$ cat config.mk
export PLATFORM = sky130hd
export DESIGN_NAME = psr_file
export DESIGN_NICKNAME = d
export VERILOG_FILES = /design/src/rtl/psr_pkg.sv /design/src/rtl/psr_flags.sv /design/src/rtl/psr_exec.sv /design/src/rtl/psr_view.sv /design/src/rtl/psr_file.sv
export SDC_FILE = /design/constraint.sdc
export NUM_CORES = 1
export LEC_CHECK = 0
export BUFFER_PORTS_ARGS = -buffer_cell sky130_fd_sc_hd__buf_2
export CAP_MARGIN = 5
export CORE_ASPECT_RATIO = 0.7
export CORE_UTILIZATION = 34
export DETAILED_ROUTE_END_ITERATION = 10
export PLACE_DENSITY = 0.78
export RECOVER_POWER = 25
export SETUP_SLACK_MARGIN = 0.2
export SLEW_MARGIN = 20
export SYNTH_ARGS = -nofsm -noshare
export SYNTH_HDL_FRONTEND = slang
export SYNTH_SLANG_ARGS = --single-unit
$ cat constraint.sdc
create_clock -name clk -period 0.99 [get_ports clk]
set_input_delay 0.1485 -clock clk [delete_from_list [all_inputs] [get_ports clk]]
set_output_delay 0.1485 -clock clk [all_outputs]
set_load 0.01 [all_outputs]
$ cat src/rtl/psr_pkg.sv
package psr_pkg;
    localparam int PSR_W    = 32;
    localparam int NFLAGS   = 5;
    localparam int N_POS    = 31;
    localparam int Q_POS    = 27;
    localparam int T_POS    = 24;
    localparam int RIDX_LSB = 12;
    localparam int RIDX_W   = 4;
    localparam int EXC_W    = 9;

    // flag vector index order, matches bits [31:27]
    localparam int F_N = 4;
    localparam int F_Z = 3;
    localparam int F_C = 2;
    localparam int F_V = 1;
    localparam int F_Q = 0;

    localparam logic [PSR_W-1:0] FLAG_MASK = {{NFLAGS{1'b1}}, {Q_POS{1'b0}}};
    localparam logic [PSR_W-1:0] EXC_MASK  = {{(PSR_W-EXC_W){1'b0}}, {EXC_W{1'b1}}};
    localparam logic [PSR_W-1:0] EXEC_MASK = (PSR_W'(1) << T_POS)
                                           | (PSR_W'((1 << RIDX_W) - 1) << RIDX_LSB);
    localparam logic [PSR_W-1:0] KEEP_MASK = FLAG_MASK | EXC_MASK | EXEC_MASK;

    typedef enum logic [1:0] {
        VIEW_FLAGS = 2'd0,
        VIEW_EXC   = 2'd1,
        VIEW_EXEC  = 2'd2,
        VIEW_ALL   = 2'd3
    } view_e;

    typedef enum logic {
        RS_IDLE = 1'b0,
        RS_HELD = 1'b1
    } rs_state_e;
endpackage

$ cat src/rtl/psr_flags.sv
module psr_flags
    import psr_pkg::*;
#(
    parameter int DATA_W = 32
) (
    input  logic              clk,
    input  logic              rst_n,
    input  logic              nz_we,
    input  logic [DATA_W-1:0] alu_res,
    input  logic              c_we,
    input  logic              c_in,
    input  logic              v_we,
    input  logic              v_in,
    input  logic              sat_hit,
    input  logic              msr_we,
    input  logic [NFLAGS-1:0] msr_flags,
    input  logic              rest_we,
    input  logic [NFLAGS-1:0] rest_flags,
    output logic [NFLAGS-1:0] flags_q
);
    logic [NFLAGS-1:0] flags_d;

    // priority: restore > sat set on Q > ALU strobes > status write
    always_comb begin
        flags_d = flags_q;
        if (msr_we) flags_d = msr_flags;
        if (nz_we) begin
            flags_d[F_N] = alu_res[DATA_W-1];
            flags_d[F_Z] = (alu_res == '0);
        end
        if (c_we)    flags_d[F_C] = c_in;
        if (v_we)    flags_d[F_V] = v_in;
        if (sat_hit) flags_d[F_Q] = 1'b1;
        if (rest_we) flags_d = rest_flags;
    end

    always_ff @(posedge clk or negedge rst_n) begin
        if (!rst_n) flags_q <= '0;
        else        flags_q <= flags_d;
    end

    assert_q_sticky_R4: assert property (@(posedge clk) disable iff (!rst_n)
        (flags_q[F_Q] && !msr_we && !rest_we) |=> flags_q[F_Q]);

    assert_zero_flag_R2: assert property (@(posedge clk) disable iff (!rst_n)
        (nz_we && !rest_we) |=> (flags_q[F_Z] == ($past(alu_res) == '0)));

    assert_alu_wins_R12: assert property (@(posedge clk) disable iff (!rst_n)
        (c_we && msr_we && !rest_we) |=> (flags_q[F_C] == $past(c_in)));
endmodule

$ cat src/rtl/psr_exec.sv
module psr_exec
    import psr_pkg::*;
(
    input  logic              clk,
    input  logic              rst_n,
    input  logic              mt_suspend,
    input  logic [RIDX_W-1:0] mt_next,
    input  logic              mt_resume,
    input  logic              t_we,
    input  logic              t_in,
    input  logic              rest_we,
    input  logic [RIDX_W-1:0] rest_ridx,
    input  logic              rest_t,
    output logic [RIDX_W-1:0] ridx_q,
    output logic              t_q,
    output logic              parked
);
    rs_state_e state_q, state_d;

    // state register
    always_ff @(posedge clk or negedge rst_n) begin
        if (!rst_n) state_q <= RS_IDLE;
        else        state_q <= state_d;
    end

    // next state
    always_comb begin
        state_d = state_q;
        unique case (state_q)
            RS_IDLE: if (mt_suspend) state_d = RS_HELD;
            RS_HELD: if (mt_resume)  state_d = RS_IDLE;
            default: state_d = RS_IDLE;
        endcase
        if (rest_we) state_d = (rest_ridx != '0) ? RS_HELD : RS_IDLE;
    end

    // outputs: resume index and instruction-state bit
    always_ff @(posedge clk or negedge rst_n) begin
        if (!rst_n) begin
            ridx_q <= '0;
            t_q    <= 1'b0;
        end else begin
            if (rest_we) begin
                ridx_q <= rest_ridx;
            end else begin
                unique case (state_q)
                    RS_IDLE: if (mt_suspend) ridx_q <= mt_next;
                    RS_HELD: if (mt_resume)  ridx_q <= '0;
                    default: ridx_q <= '0;
                endcase
            end
            if (rest_we)   t_q <= rest_t;
            else if (t_we) t_q <= t_in;
        end
    end

    assign parked = (state_q == RS_HELD);

    assert_capture_R8: assert property (@(posedge clk) disable iff (!rst_n)
        (state_q == RS_IDLE && mt_suspend && !rest_we)
        |=> (state_q == RS_HELD && ridx_q == $past(mt_next)));

    assert_held_frozen_R8: assert property (@(posedge clk) disable iff (!rst_n)
        (state_q == RS_HELD && !mt_resume && !rest_we) |=> $stable(ridx_q));

    assert_restore_state_R11: assert property (@(posedge clk) disable iff (!rst_n)
        rest_we |=> (parked == ($past(rest_ridx) != '0)));
endmodule

$ cat src/rtl/psr_view.sv
module psr_view
    import psr_pkg::*;
(
    input  logic [PSR_W-1:0] word,
    input  logic [1:0]       sel,
    output logic [PSR_W-1:0] view
);
    always_comb begin
        unique case (view_e'(sel))
            VIEW_FLAGS: view = word & FLAG_MASK;
            VIEW_EXC:   view = word & EXC_MASK;
            VIEW_EXEC:  view = word & EXEC_MASK;
            VIEW_ALL:   view = word;
            default:    view = word;
        endcase
    end
endmodule

$ cat src/rtl/psr_file.sv
module psr_file
    import psr_pkg::*;
(
    input  logic              clk,
    input  logic              rst_n,
    input  logic              alu_nz_we,
    input  logic [PSR_W-1:0]  alu_result,
    input  logic              alu_c_we,
    input  logic              alu_carry,
    input  logic              alu_v_we,
    input  logic              alu_ovf,
    input  logic              alu_sat,
    input  logic              exc_we,
    input  logic [EXC_W-1:0]  exc_num,
    input  logic              mt_suspend,
    input  logic [RIDX_W-1:0] mt_next_reg,
    input  logic              mt_resume,
    input  logic              tstate_we,
    input  logic              tstate_val,
    input  logic              msr_we,
    input  logic [1:0]        msr_sel,
    input  logic [PSR_W-1:0]  msr_data,
    input  logic [1:0]        rd_sel,
    output logic [PSR_W-1:0]  rd_data,
    input  logic              entry_snap,
    output logic [PSR_W-1:0]  snap_word,
    input  logic              ret_we,
    input  logic [PSR_W-1:0]  ret_word,
    output logic              mt_parked
);
    logic [NFLAGS-1:0] flags_q;
    logic [RIDX_W-1:0] ridx_q;
    logic              t_q;
    logic [EXC_W-1:0]  exc_q;
    logic [PSR_W-1:0]  snap_q;
    logic [PSR_W-1:0]  word;
    logic              msr_flag_we;
    logic              unused_bits;

    assign msr_flag_we = msr_we && (view_e'(msr_sel) == VIEW_FLAGS
                                 || view_e'(msr_sel) == VIEW_ALL);
    assign unused_bits = ^(msr_data & ~FLAG_MASK) ^ ^(ret_word & ~KEEP_MASK);

    psr_flags #(.DATA_W(PSR_W)) u_flags (
        .clk        (clk),
        .rst_n      (rst_n),
        .nz_we      (alu_nz_we),
        .alu_res    (alu_result),
        .c_we       (alu_c_we),
        .c_in       (alu_carry),
        .v_we       (alu_v_we),
        .v_in       (alu_ovf),
        .sat_hit    (alu_sat),
        .msr_we     (msr_flag_we),
        .msr_flags  (msr_data[N_POS:Q_POS]),
        .rest_we    (ret_we),
        .rest_flags (ret_word[N_POS:Q_POS]),
        .flags_q    (flags_q)
    );

    psr_exec u_exec (
        .clk        (clk),
        .rst_n      (rst_n),
        .mt_suspend (mt_suspend),
        .mt_next    (mt_next_reg),
        .mt_resume  (mt_resume),
        .t_we       (tstate_we),
        .t_in       (tstate_val),
        .rest_we    (ret_we),
        .rest_ridx  (ret_word[RIDX_LSB +: RIDX_W]),
        .rest_t     (ret_word[T_POS]),
        .ridx_q     (ridx_q),
        .t_q        (t_q),
        .parked     (mt_parked)
    );

    always_ff @(posedge clk or negedge rst_n) begin
        if (!rst_n) begin
            exc_q  <= '0;
            snap_q <= '0;
        end else begin
            if (entry_snap) snap_q <= word;
            if (ret_we)      exc_q <= ret_word[EXC_W-1:0];
            else if (exc_we) exc_q <= exc_num;
        end
    end

    always_comb begin
        word                       = '0;
        word[N_POS:Q_POS]          = flags_q;
        word[T_POS]                = t_q;
        word[RIDX_LSB +: RIDX_W]   = ridx_q;
        word[EXC_W-1:0]            = exc_q;
    end

    psr_view u_view (
        .word (word),
        .sel  (rd_sel),
        .view (rd_data)
    );

    assign snap_word = snap_q;

    assert_view_mask_R6: assert property (@(posedge clk) disable iff (!rst_n)
        (view_e'(rd_sel) == VIEW_EXC) |-> ((rd_data & ~EXC_MASK) == '0));

    assert_exc_ignores_msr_R5: assert property (@(posedge clk) disable iff (!rst_n)
        (msr_we && !exc_we && !ret_we) |=> $stable(exc_q));

    assert_snap_hold_R10: assert property (@(posedge clk) disable iff (!rst_n)
        !entry_snap |=> $stable(snap_word));
endmodule

==> summary.txt <==
Outcome
  – Status: complete, but fails checks
  – Failing checks: negative setup slack

Clock network
  – # clock sinks: 39
  – Worst-Skew Late Latency: approximately 0.28 ns
  – CTS buffer count: 5
  – CTS tree: yes
  – Longest Clk Path Bufs: 2
  – H-tree level count: 2
  – Clk root buf: clkbuf_8
  – Register clock-pin slew on the reported worst setup and hold paths: about 0.07 ns

Synth
  – Synth warnings: 0
  – Syn avg cell area: 10.3 um^2
  – Distinct cells, synth: 31
  – Top post-synthesis cells by area: dfrtp_1 47%, mux2_2 10%, buf_4 9.3%
  – Count leader, synth: dfrtp_1
  – Syn Inst Count: 203
  – Primary FF master, synth: dfrtp_1
  – Mapped cell area: roughly 0.0021 mm^2
  – Post-synth top area cell: dfrtp_1
  – Area share of the largest cell type after synthesis: 46.5%
  – Number of synthesized register bits: 39
  – Sequential area share after synthesis: between 40% and 50%
  – Top post-synthesis cells by count: 39 x dfrtp_1, 26 x buf_4, 19 x and2_1, 19 x mux2_2, 17 x nand2_1
  – Asr flop ratio synth: 100%
  – Number of synthesized flops with an enable pin: 0

Power
  – Standby leakage power: 1.90 nW
  – VDD IR max: 0.000591 V
  – Clock network power share: 25.0%
  – Sequential power share: between 40% and 50%
  – Combinational Power Share: between 30% and 40%
  – Psw: ~0.0012 W
  – Int Power: ~0.0033 W
  – Power per cell area: between 1000 and 1500 mW/mm^2
  – Switching Share: approximately 27%

STA
  – Post-Route Setup TNS: -2.32 ns
  – Final setup skew: 0.00431 ns
  – Max Transition Viols Final: 0
  – Final setup margin: -0.188 ns
  – Setup violators final: 26
  – Period utilisation layout: 119%
  – RSZ-0062 raised after global routing: yes
  – Worst hold slack: approximately 0.084 ns
  – Endpoints failing hold: 0
  – FMAX: around 850 MHz
  – Minimum clock period: ~1.2 ns

Drt
  – Post-DRT Antenna Nets: 0
  – DR WL/cell: about 13 um
  – DRC viols: 0
  – Initial DRC count: 32
  – Via count: about 2100
  – Vias per cell: ~4.5
  – Post-Route WL: between 6000 and 7000 um
  – First-pass DRT Iterations: 4

Global routing
  – Vias in the first global route: ~1900
  – Largest net degree at the start of global routing: 40
  – Total GRT Usage: 18.6%
  – First-pass GRT wire length: about 9100 um
  – GR Overflow Total: 0
  – Initial antenna violation count: 0

Setup path
  – Setup crit end kind: flop
  – Setup crit start kind: flop
  – Data arrival time of the worst path: roughly 1.3 ns
  – CP Buf/Inv Count: 1
  – Worst-path maximum fanout: 2
  – Crit Path Category: flop to flop
  – Crit-path cells: buf_4 -> mux2_4 -> a221o_1
  – Top Family by Delay on Critical Path: flip-flops
  – Slowest cell delay on critical path: approximately 0.39 ns
  – Critical-path top delay cell: dfrtp_1
  – Req. time, crit path: between 1 and 1.5 ns

Cells and area
  – P&R area growth vs syn: 68.6%
  – Layout cell share with drive strength beyond 1: about 59%
  – Layout Nets: slightly above 500
  – Non-filler cells, final: around 460
  – N_diodes: 0
  – Cell area after layout: about 0.0035 mm^2

Placement
  – Post-DP HPWL: 4520 um
  – Place WS: -0.402 ns
  – Placed inst area: between 0.002 and 0.003 mm^2
  – Placer congestion estimate: 0.787
  – Placed cell count: slightly above 400
  – Port bufs: roughly 130

Die
  – Std-Cell Rows: 23
  – Die area: between 0.006 and 0.007 mm^2
  – Die Wd: between 90 and 100 um
  – Die Ht: around 68 um
  – Initial core utilization: 35.9%
  – Core Region: slightly below 0.006 mm^2
  – IO Pins: approximately 190

Worst hold path
  – Hold/Removal Path Class: input port to flop

Run
  – Max-cap violations: 0
power by group through the flow:
stage | registers, W | clock network (W) | logic, W
6_report | 0.00190 | 0.00114 | 0.00153
5_1_grt | 0.00193 | 0.00126 | 0.00166
4_1_cts | 0.00188 | 0.00119 | 0.00134
3_5_place_dp | 0.00194 | 0 | 0.00108
3_3_place_gp | 0.00192 | 0 | 0.00106
2_1_floorplan | 0.00197 | 0 | 0.000588
logic make-up after synthesis:
logic type,after synthesis,synth area share (%)
buffers and inverters,36,11.3
AO/OA/AOI/OAI,30,8.89
flip-flops,39,46.5
AND/OR/NAND/NOR,62,15.1
other,1,0.179
XOR/XNOR,2,0.835
multiplexers,33,17.1
path summary, 6_finish.rpt:
| check | from | end | slack, ns | depth (start not counted) |
|---|---|---|---|---|
| max | u_flags.flags_q[3] | u_flags.flags_q[3] | -0.19 | 3 |
| min | ret_word[0] | exc_q[0] | 0.08 | 3 |
| max reg2reg | u_flags.flags_q[3] | u_flags.flags_q[3] | -0.19 | 3 |
| min reg2reg | snap_word[8] | snap_word[8] | 0.51 | 1 |
| max in group asynchronous | rst_n | u_exec.parked | 0.16 | 3 |
| min in group asynchronous | rst_n | exc_q[2] | 0.46 | 3 |
cell type report:
type                       count  area [um^2]
inverter                       2         7.51
tap                           75         93.8
sequential                    39          977
clock buffer                   8          100
timing repair buffer         180         1220
fill                         498         2310
multi-input combinational    153         1130
flip-flops by register name, indices dropped and copies added (netlist names):
| signal | flops |
|---|---|
| u_exec.parked | 1 |
| exc_q | 9 |
| u_flags.flags_q | 5 |
| snap_word | 19 |
| u_exec.ridx_q | 4 |
| u_exec.t_q | 1 |
tightest hold or removal path, delay by kind of cell:
family | cells | cell delay [ns]
buffers and inverters | 1 | 0.07
and+or+nand+nor | 1 | 0.04
AOI/OAI and AO/OA | 1 | 0.06
metal layers:
metal	track usage, %	wire length (um)	vias up
li1	-	-	1007
met1	24.4	2730	965
met2	30.6	3000	79
met3	3.94	317	12
met4	6.53	116	0
met5	0	0	-
per-stage QoR:
step	utilization (%)	power, W
final	60.5	0.00458
after global routing	60.5	0.00486
after CTS	56.3	0.00441
after detailed placement	50.1	0.00302
after global placement	50.1	0.00299
after floorplan	-	0.00256
cells in the final DEF (no fill, tap or decap), drive strengths merged, types with 3 or more instances in the layout:
master,instances
a21oi,4
and2,19
nor3,4
dfrtp,39
mux2,20
o21ai,16
conb,26
nor4,7
a22oi,3
nand2,18
clkbuf,8
buf,179
mux2i,13
nor2,9
repair_timing:
action,CTS,global route
pin swaps,32,14
hold buffers,1,0
gates resized for setup,23,47
buffers inserted,27,9
hold endpoints to repair,39,0
setup endpoints to repair,47,78
No activity file was read; power rests on OpenSTA's default activity.
